==> src/rtl/osc_settle_pkg.sv <==
package osc_settle_pkg;

   typedef enum logic [1:0] {
      ST_RUN  = 2'd0,
      ST_STOP = 2'd1,
      ST_WAIT = 2'd2
   } settle_state_e;

   localparam int unsigned NUM_STEPS = 5;
   localparam int unsigned MAX_SHIFT = 16;

   // step index 0..4 -> log2 of threshold (11,13,14,15,16)
   function automatic int unsigned step_shift(input int unsigned idx);
      return (idx == 0) ? 11 : 12 + idx;
   endfunction

   // select code -> step index; prohibited codes fall to the longest step
   function automatic int unsigned code_step(input logic [2:0] code);
      case (code)
         3'd1:    return 0;
         3'd2:    return 1;
         3'd3:    return 2;
         3'd4:    return 3;
         3'd5:    return 4;
         default: return NUM_STEPS - 1;
      endcase
   endfunction

endpackage

==> src/rtl/ost_select_reg.sv <==
module ost_select_reg #(
   parameter int unsigned SEL_W      = 3,
   parameter logic [2:0]  RESET_CODE = 3'd5
) (
   input  logic             clk,
   input  logic             rst_n,
   input  logic             wr_en,
   input  logic [SEL_W-1:0] wdata,
   input  logic             locked,
   output logic [SEL_W-1:0] code,
   output logic             blocked
);

   if (SEL_W != 3) begin : g_bad_sel_w
      $error("ost_select_reg: SEL_W must be 3");
   end

   always_ff @(posedge clk or negedge rst_n) begin
      if (!rst_n) begin
         code    <= SEL_W'(RESET_CODE);
         blocked <= 1'b0;
      end else begin
         blocked <= wr_en && locked;
         if (wr_en && !locked) begin
            code <= wdata;
         end
      end
   end

   // a refused write leaves the code untouched
   p_locked_keeps_code_r7: assert property (@(posedge clk) disable iff (!rst_n)
      (wr_en && locked) |=> $stable(code));

   // the flag only follows a refused write
   p_blocked_cause_r7: assert property (@(posedge clk) disable iff (!rst_n)
      blocked |-> $past(wr_en && locked));

endmodule

==> src/rtl/ost_wait_ctrl.sv <==
module ost_wait_ctrl
   import osc_settle_pkg::*;
#(
   parameter int unsigned CNT_W = 17,
   parameter int unsigned SEL_W = 3
) (
   input  logic             clk,
   input  logic             rst_n,
   input  logic             stop_enter,
   input  logic             stop_release,
   input  logic             xtal_is_cpu,
   input  logic [SEL_W-1:0] code,
   output logic             waiting,
   output logic             ready,
   output logic             cpu_hold,
   output logic [CNT_W-1:0] cnt
);

   if (CNT_W < MAX_SHIFT + 1) begin : g_bad_cnt_w
      $error("ost_wait_ctrl: CNT_W too small for the longest wait");
   end

   localparam logic [CNT_W-1:0] ONE = {{(CNT_W-1){1'b0}}, 1'b1};

   settle_state_e    st_q;
   logic [CNT_W-1:0] lim_q;
   logic             xtal_q;

   always_ff @(posedge clk or negedge rst_n) begin
      if (!rst_n) begin
         st_q   <= ST_RUN;
         lim_q  <= ONE << MAX_SHIFT;
         xtal_q <= 1'b0;
         cnt    <= '0;
         ready  <= 1'b1;
      end else if (stop_enter) begin
         st_q  <= ST_STOP;
         cnt   <= '0;
         ready <= 1'b0;
      end else begin
         case (st_q)
            ST_STOP: begin
               if (stop_release) begin
                  st_q   <= ST_WAIT;
                  lim_q  <= ONE << step_shift(code_step(3'(code)));
                  xtal_q <= xtal_is_cpu;
                  cnt    <= '0;
               end
            end
            ST_WAIT: begin
               if (cnt == lim_q) begin
                  st_q  <= ST_RUN;
                  ready <= 1'b1;
               end else begin
                  cnt <= cnt + ONE;
               end
            end
            default: begin
               st_q <= ST_RUN;
            end
         endcase
      end
   end

   assign waiting  = (st_q == ST_WAIT);
   assign cpu_hold = waiting && xtal_q;

   // counter never runs past the latched limit
   p_cnt_bounded_r3: assert property (@(posedge clk) disable iff (!rst_n)
      cnt <= lim_q);

   // ready only rises at the end of a wait
   p_ready_after_wait_r3: assert property (@(posedge clk) disable iff (!rst_n)
      $rose(ready) |-> $past(st_q == ST_WAIT));

   // the CPU is never held while ready is shown
   p_hold_excl_ready_r5: assert property (@(posedge clk) disable iff (!rst_n)
      cpu_hold |-> !ready);

   // stop entry drops ready
   p_stop_clears_ready_r8: assert property (@(posedge clk) disable iff (!rst_n)
      stop_enter |=> !ready);

   // release outside a stop is ignored
   p_stray_release_r8: assert property (@(posedge clk) disable iff (!rst_n)
      (stop_release && !stop_enter && st_q == ST_RUN) |=> (ready && !waiting));

endmodule

==> src/rtl/ost_status_flags.sv <==
module ost_status_flags
   import osc_settle_pkg::*;
#(
   parameter int unsigned CNT_W = 17
) (
   input  logic                 clk,
   input  logic                 rst_n,
   input  logic                 clear,
   input  logic                 counting,
   input  logic [CNT_W-1:0]     cnt,
   output logic [NUM_STEPS-1:0] flags
);

   localparam logic [CNT_W-1:0] ONE = {{(CNT_W-1){1'b0}}, 1'b1};

   for (genvar gi = 0; gi < NUM_STEPS; gi++) begin : g_step
      localparam logic [CNT_W-1:0] THR = ONE << step_shift(gi);
      always_ff @(posedge clk or negedge rst_n) begin
         if (!rst_n) begin
            flags[gi] <= 1'b0;
         end else if (clear) begin
            flags[gi] <= 1'b0;
         end else if (counting && cnt == THR) begin
            flags[gi] <= 1'b1;
         end
      end
   end

   // thresholds are passed in order, so set bits form a low prefix
   p_flags_prefix_r6: assert property (@(posedge clk) disable iff (!rst_n)
      ((flags + 1'b1) & flags) == '0);

   // stop entry wipes every flag
   p_flags_cleared_r6: assert property (@(posedge clk) disable iff (!rst_n)
      clear |=> (flags == '0));

endmodule

==> src/rtl/osc_settle_timer.sv <==
module osc_settle_timer
   import osc_settle_pkg::*;
#(
   parameter int unsigned DATA_W     = 8,
   parameter int unsigned SEL_W      = 3,
   parameter int unsigned CNT_W      = 17,
   parameter logic [2:0]  RESET_CODE = 3'd5
) (
   input  logic              clk,
   input  logic              rst_n,
   input  logic              stop_enter,
   input  logic              stop_release,
   input  logic              xtal_is_cpu,
   input  logic              bus_addr,
   input  logic              bus_wr,
   input  logic              bus_rd,
   input  logic [DATA_W-1:0] bus_wdata,
   output logic [DATA_W-1:0] bus_rdata,
   output logic              cpu_hold,
   output logic              ready,
   output logic              wr_blocked
);

   if (DATA_W < NUM_STEPS || DATA_W <= SEL_W) begin : g_bad_data_w
      $error("osc_settle_timer: DATA_W too narrow for the register fields");
   end

   logic [SEL_W-1:0]     sel_code;
   logic                 waiting;
   logic [CNT_W-1:0]     cnt;
   logic [NUM_STEPS-1:0] flags;
   logic [DATA_W-1:0]    rd_mux;

   ost_select_reg #(.SEL_W(SEL_W), .RESET_CODE(RESET_CODE)) u_sel (
      .clk     (clk),
      .rst_n   (rst_n),
      .wr_en   (bus_wr && !bus_addr),
      .wdata   (bus_wdata[SEL_W-1:0]),
      .locked  (waiting),
      .code    (sel_code),
      .blocked (wr_blocked)
   );

   ost_wait_ctrl #(.CNT_W(CNT_W), .SEL_W(SEL_W)) u_wait (
      .clk          (clk),
      .rst_n        (rst_n),
      .stop_enter   (stop_enter),
      .stop_release (stop_release),
      .xtal_is_cpu  (xtal_is_cpu),
      .code         (sel_code),
      .waiting      (waiting),
      .ready        (ready),
      .cpu_hold     (cpu_hold),
      .cnt          (cnt)
   );

   ost_status_flags #(.CNT_W(CNT_W)) u_flags (
      .clk      (clk),
      .rst_n    (rst_n),
      .clear    (stop_enter),
      .counting (waiting),
      .cnt      (cnt),
      .flags    (flags)
   );

   always_comb begin
      rd_mux = '0;
      if (bus_addr) begin
         rd_mux[NUM_STEPS-1:0] = flags;
      end else begin
         rd_mux[SEL_W-1:0] = sel_code;
      end
   end

   always_ff @(posedge clk or negedge rst_n) begin
      if (!rst_n) begin
         bus_rdata <= '0;
      end else if (bus_rd) begin
         bus_rdata <= rd_mux;
      end
   end

   // only the low field of an accepted write lands in the code
   p_wr_field_r2: assert property (@(posedge clk) disable iff (!rst_n)
      (bus_wr && !bus_addr && !waiting && !stop_enter)
         |=> sel_code == $past(bus_wdata[SEL_W-1:0]));

   // upper bits of a select read are zero
   p_rd_upper_zero_r2: assert property (@(posedge clk) disable iff (!rst_n)
      (bus_rd && !bus_addr) |=> bus_rdata[DATA_W-1:SEL_W] == '0);

   // bus writes never move the status flags
   p_status_ro_r9: assert property (@(posedge clk) disable iff (!rst_n)
      (bus_wr && bus_addr && !waiting && !stop_enter) |=> $stable(flags));

endmodule

==> config.mk <==
export PLATFORM = sky130hd
export DESIGN_NAME = osc_settle_timer
export DESIGN_NICKNAME = d
export VERILOG_FILES = /design/src/rtl/osc_settle_pkg.sv /design/src/rtl/ost_select_reg.sv /design/src/rtl/ost_wait_ctrl.sv /design/src/rtl/ost_status_flags.sv /design/src/rtl/osc_settle_timer.sv
export SDC_FILE = /design/constraint.sdc
export NUM_CORES = 1
export LEC_CHECK = 0
export BUFFER_PORTS_ARGS = -buffer_cell sky130_fd_sc_hd__buf_2
export CORE_MARGIN = 1.5
export CORE_UTILIZATION = 40
export DETAILED_ROUTE_END_ITERATION = 10
export SLEW_MARGIN = 10
export SYNTH_ARGS = -nofsm -noshare
export SYNTH_HDL_FRONTEND = slang
export SYNTH_HIERARCHICAL = 1
export SYNTH_SLANG_ARGS = --single-unit
==> constraint.sdc <==
create_clock -name clk -period 5.85 [get_ports clk]
set_clock_uncertainty 0.2 [all_clocks]
set_input_delay 0.585 -clock clk [delete_from_list [all_inputs] [get_ports clk]]
set_output_delay 0.585 -clock clk [all_outputs]
set_load 0.005 [all_outputs]
# Word-level counts from Yosys, hierarchy flattened
# Cells that the tools add are included.
[totals]
ff_bits = 52
output_inout_bits = 11
elab_cells = 84
[op_classes]
add_sub_neg = 2
eq_ne = 15
shifts = 1
muxes = 28
bitwise_logic = 1
n_reduce_logical = 24
[ops]
columns = ["op", "count"]
rows = [
  ["2-to-1 mux 32 bit", 4],
  ["2-to-1 mux 17 bit", 3],
  ["one-hot mux 17 bit (2 select lines)", 1],
  ["adder 4 x 32 -> 32 bit, first input constant", 1],
  ["zero test 32 bit", 1],
  ["<< shifter 1 x 32 -> 17 bit, first input constant", 1],
  ["adder 17 x 1 -> 17 bit, second input constant", 1],
  ["== test 17 x 12 -> 1 bit, second input constant", 1],
  ["== test 17 x 14 -> 1 bit, second input constant", 1],
  ["== test 17 x 15 -> 1 bit, second input constant", 1],
  ["== test 17 x 16 -> 1 bit, second input constant", 1],
  ["== test 17 bit", 1],
  ["== test 17 bit, second input constant", 1],
  ["nonzero test 2 bit", 7],
  ["2-to-1 mux 1 bit", 13],
  ["one-hot mux 3 bit (4 select lines)", 1],
  ["logical AND 1 bit", 9],
  ["inequality test 3 bit, second input constant", 3],
  ["2-to-1 mux 2 bit", 4],
  ["== test 3 x 2 -> 1 bit, second input constant", 2],
  ["AND reduction 3 bit", 2],
  ["one-hot mux 2 bit (2 select lines)", 1],
  ["AND reduction 2 bit", 2],
  ["== test 3 x 1 -> 1 bit, second input constant", 1],
  ["other kinds (7)", 8],
]

# Longest topological paths before layout
[depth]
word_depth = 8
ltp_mapped = 8
depth_no_buf = 6

# Cells and area by module
# The synthesis kept the hierarchy.
[modules_own_cells]
columns = ["mod", "n_inst", "cells_each", "area_each_um2"]
rows = [
  ["ost_wait_ctrl", 1, 193, 1941.9],
  ["ost_status_flags", 1, 30, 272.8],
  ["osc_settle_timer", 1, 27, 260.2],
  ["ost_select_reg", 1, 9, 168.9],
]

# Least setup slack after synthesis
# OpenSTA, ideal clock, no wires.
[synth_path]
path_kind = "register to register"
from = "register u_wait.cnt[11]"
to = "register u_wait.cnt[0]"
setup_ns = 0.125
t_arrival_ns = 1.697
setup_slack_ns = 3.829
path_stages_with_launch = 8
synth_period_minus_slack_ns = 2.021
path_cell_list = "dfrtp_1 xor2_1 nor4_1 and3_1 buf_6 and3_4 nor2_1 mux2_2"
[synth_via]
elab_chain_len = 3
[synth_lines]
columns = ["item", "line", "source"]
rows = [
  ["from (decl)", "ost_wait_ctrl.sv:16", "output logic [CNT_W-1:0] cnt"],
  ["from (signal assigned)", "ost_wait_ctrl.sv:55", "cnt <= cnt + ONE;"],
  ["== test 17 bit", "ost_wait_ctrl.sv:51", "if (cnt == lim_q) begin"],
  ["inequality test 3 bit (no line)", "-", ""],
  ["AND reduction 3 bit (no line)", "-", ""],
]
# No other way between the ends.
# A chain may end at the register's enable or synchronous reset.

# Worst setup path after layout
# Same ends and word-level chain as after synthesis.

==> summary.md <==
| Metric | Value |
|---|---|
| Maximum number of pins on one net before global-route repair | 53 |
| Initial drt markers | 74 |
| Max Buffers Root-to-Sink | 2 |
| Total via count in the routed design | 1842 |
| Count of port buffers added during placement | 18 |
| # placed instances | 345 |
| Inserted Clock Buffers | 5 |
| Die extent in x | 84.3 µm |
| Synthesis-stage register bit count | 52 |
| Diodes inserted | 0 |
| Die Footprint | 0.00711 mm² |
| Static power due to leakage | 0.00139 µW |
| Path type of the worst setup path | flop to flop |
| CP Data Required Time | 5.84 ns |
| Synthesized area per cell | 10.2 µm² |
| Sum of negative setup slack | 0 ns |
| Sequential group share of total power | 0.573 |
| Status | finished, final reports clean |
| Max-Cap Viols | 0 |
| Number of flops mapped to enable cells by yosys | 0 |
| Yosys warnings | 6 |
| GPL Wtd Cong | 0.809 |
| Core Box Area | 0.00639 mm² |
| Number of distinct standard cells referenced by the synthesized netlist | 52 |
| Row count | 29 |
| Fin nets | 292 |
| Count of mapped cells out of synthesis | 259 |
| Number of search-and-repair iterations in the first detailed-routing pass | 4 |
| Top library cells by usage in the layout, fill and taps aside | 48 x sky130_fd_sc_hd__dfrtp_1, 23 x sky130_fd_sc_hd__nor2_1, 18 x sky130_fd_sc_hd__buf_2 |
| Cts repair resizes | 0 |
| Number of buffers inserted by hold repair at cts | 0 |
| Global-route wire length before repair | 8.77 mm |
| Share of synthesized registers carrying an async set or reset | 1.00 |
| Proportion of layout cells with a drive suffix above 1 | 0.178 |
| Power per cell area | 241 mW/mm² |
| DP Wirelength | 3.59 mm |
| Switch share | 0.268 |
| Slew at the pin closest to its max-slew limit | 0.671 ns |
| Total track usage | 0.154 |
| Final hold viol count | 0 |
| Total number of H-tree levels | 2 |
| Internal power | 503 µW |
| Skew-Pair Late Insertion Delay | 0.30 ns |
| Filler Cells Inserted | 646 |
| Worst slew slack as a fraction of its limit | 0.553 |
| Clock tree from TritonCTS | yes |
| Critical path peak fanout | 9 |
| Most common cell after layout, fill and taps aside | sky130_fd_sc_hd__dfrtp_1 |
| Fmax achieved | 412 MHz |
| Combinational cell fraction of total power | 0.141 |
| Via count of the first global-routing pass | 1752 |
| # DRC | 0 |
| Initial standard-cell utilization of the core | 0.414 |
| Hold Path Class | primary input to asynchronous set/reset pin |
| Critical path launch point type | flop |
| Worst hold margin | 0.175 ns |
| Aggregate global routing overflow | 0 |
| Kind of end point of the critical path | flop |
| Area of the mapped netlist | 0.00264 mm² |
| DR WL/cell | 14.6 µm |
| Number of endpoints failing setup at the final stage | 0 |
| RSZ-0062 raised after global routing | false |
| Worst IR Drop VDD | 0.000107 V |
| R2R cell count | 6 |
| Total wire length | 5.16 mm |
| Area growth syn-to-layout | 7.86% |
| Clock network fraction of total power | 0.286 |
| Top FF cell, synth | sky130_fd_sc_hd__dfrtp_1 |
| Clock Pin Slew Worst Setup and Hold Paths | 0.09 ns |
| Number of antenna violations at the first check in global routing | 0 |
| Total number of clock tree sinks | 52 |
| Die outline height | 84.3 µm |
| Sequential area share after synthesis | 0.494 |
| Signal arrival time at the worst endpoint | 2.41 ns |
| Number of pins exceeding their max-slew limit in the final report | 0 |
| ANT nets after route | 0 |
| Post-layout instance count excluding filler cells | 353 |
| Setup bufs post-CTS | 0 |
| Root Buffer Master | sky130_fd_sc_hd__clkbuf_8 |
| Vias per inst | 5.22 |
| Post-route clock period utilization | 0.415 |
| I/O pin count | 27 |
| Time the worst path needs with I/O delays and setup | 2.42 ns |
| Net switching power | 184 µW |
-- layer usage --
metal  share of wire  global-route usage
met1            0.48               0.216
met2            0.47               0.246
met3           0.042              0.0275
met4          0.0089              0.0402
met5               0                   0
-- cells by family (layout without fill, tap and decap cells) --
group | count (synthesis) | in the layout | synth area share
multiplexers | 10 | 10 | 0.0450
flip-flops | 52 | 52 | 0.494
adder cells (fa/ha/maj) | 1 | 1 | 0.00473
XOR/XNOR | 24 | 24 | 0.0795
other | 1 | 3 | 0.00142
AO/OA/AOI/OAI | 40 | 40 | 0.0913
AND/OR/NAND/NOR | 109 | 109 | 0.239
buffers and inverters | 22 | 37 | 0.0454
-- layout make-up --
class,count,area (µm²),area share
Clock buffer,7,76.3,0.0268
Tap cell,77,96.3,0.0338
Timing Repair Buffer,21,113,0.0395
Clock inverter,1,5.00,0.00176
Sequential cell,52,1310,0.458
Inverter,8,30.0,0.0105
Multi-Input combinational cell,187,1220,0.430
-- stage by stage --
step / util / power (µW) / area (µm²) / worst slack, ns
6_report: 0.447 / 687 / 2850 / 3.43
5_1_grt: 0.447 / 726 / 2850 / 3.29
2_1_floorplan: - / 475 / 2650 / 3.83
4_1_cts: 0.447 / 699 / 2850 / 3.41
3_5_place_dp: 0.434 / 498 / 2770 / 3.41
3_3_place_gp: 0.434 / 497 / 2770 / 3.44
-- path summary, 6_finish.rpt --
| path | startpoint | endpoint | slack, ns |
|---|---|---|---|
| setup / recovery | u_wait/cnt[11]$_DFFE_PN0P_ | u_wait/cnt[0]$_DFFE_PN0P_ | 3.43 |
| hold / removal | rst_n | u_sel/blocked$_DFF_PN0_ | 0.18 |
| setup reg to reg | u_wait/cnt[11]$_DFFE_PN0P_ | u_wait/cnt[0]$_DFFE_PN0P_ | 3.43 |
| hold reg to reg | u_wait/xtal_q$_DFFE_PN0P_ | u_wait/xtal_q$_DFFE_PN0P_ | 0.31 |
| max in group asynchronous | rst_n | u_flags/flags[2]$_DFFE_PN0P_ | 4.80 |
| min in group clk | u_wait/xtal_q$_DFFE_PN0P_ | u_wait/xtal_q$_DFFE_PN0P_ | 0.31 |
-- power by group through the flow --
stage / logic, µW / registers [µW] / clock network (µW)
floorplan: 77.1 / 397 / 0
detailed placement: 97.4 / 401 / 0
global route: 107 / 396 / 222
CTS: 97.8 / 394 / 207
finish: 96.8 / 394 / 197
global placement: 95.8 / 401 / 0
-- critical path, stage by stage, from the launching register on --
cell and delay, ns:
sky130_fd_sc_hd__dfrtp_1 0.49, sky130_fd_sc_hd__xor2_1 0.20, sky130_fd_sc_hd__nor4_1 0.40, sky130_fd_sc_hd__and3_1 0.44, sky130_fd_sc_hd__and3_4 0.27, sky130_fd_sc_hd__nor2_1 0.06
sky130_fd_sc_hd__mux2_2 0.25
-- synthesized netlist by cell type (2+ instances only) --
library cell / number / share of area
sky130_fd_sc_hd__a31o_2: 3 / 0.0099
sky130_fd_sc_hd__and2_1: 2 / 0.0047
sky130_fd_sc_hd__nor2_1: 23 / 0.033
sky130_fd_sc_hd__nand3b_1: 5 / 0.014
sky130_fd_sc_hd__xnor2_1: 7 / 0.023
sky130_fd_sc_hd__or3_1: 3 / 0.0071
sky130_fd_sc_hd__buf_2: 2 / 0.0038
sky130_fd_sc_hd__inv_1: 8 / 0.011
sky130_fd_sc_hd__nor3_1: 2 / 0.0038
sky130_fd_sc_hd__nand2_1: 12 / 0.017
sky130_fd_sc_hd__nor4_1: 6 / 0.014
sky130_fd_sc_hd__dfstp_2: 4 / 0.040
sky130_fd_sc_hd__nand2b_1: 3 / 0.0071
sky130_fd_sc_hd__mux2_4: 3 / 0.017
sky130_fd_sc_hd__o22ai_1: 7 / 0.017
sky130_fd_sc_hd__mux2i_1: 4 / 0.015
sky130_fd_sc_hd__nand4_1: 6 / 0.014
sky130_fd_sc_hd__xor2_1: 17 / 0.056
sky130_fd_sc_hd__and2_2: 2 / 0.0057
sky130_fd_sc_hd__nor2b_1: 15 / 0.035
sky130_fd_sc_hd__and3_1: 3 / 0.0071
sky130_fd_sc_hd__and4_1: 2 / 0.0066
sky130_fd_sc_hd__nand3_1: 11 / 0.021
sky130_fd_sc_hd__dfrtp_1: 48 / 0.45
sky130_fd_sc_hd__clkbuf_1: 5 / 0.0071
sky130_fd_sc_hd__buf_6: 3 / 0.013
sky130_fd_sc_hd__mux2_2: 3 / 0.013
sky130_fd_sc_hd__nor3b_1: 2 / 0.0057
sky130_fd_sc_hd__buf_4: 3 / 0.0085
sky130_fd_sc_hd__o21ai_0: 8 / 0.015
sky130_fd_sc_hd__a21oi_1: 16 / 0.030
-- registers in the layout, summed over array words and instances (netlist names) --
register	count
u_wait/st_q	2
u_wait/ready	1
u_wait/lim_q	17
u_sel/blocked	1
bus_rdata	5
u_sel/code	3
u_wait/cnt	17
u_flags/flags	5
u_wait/xtal_q	1
Power figures use the tool's default switching activity.
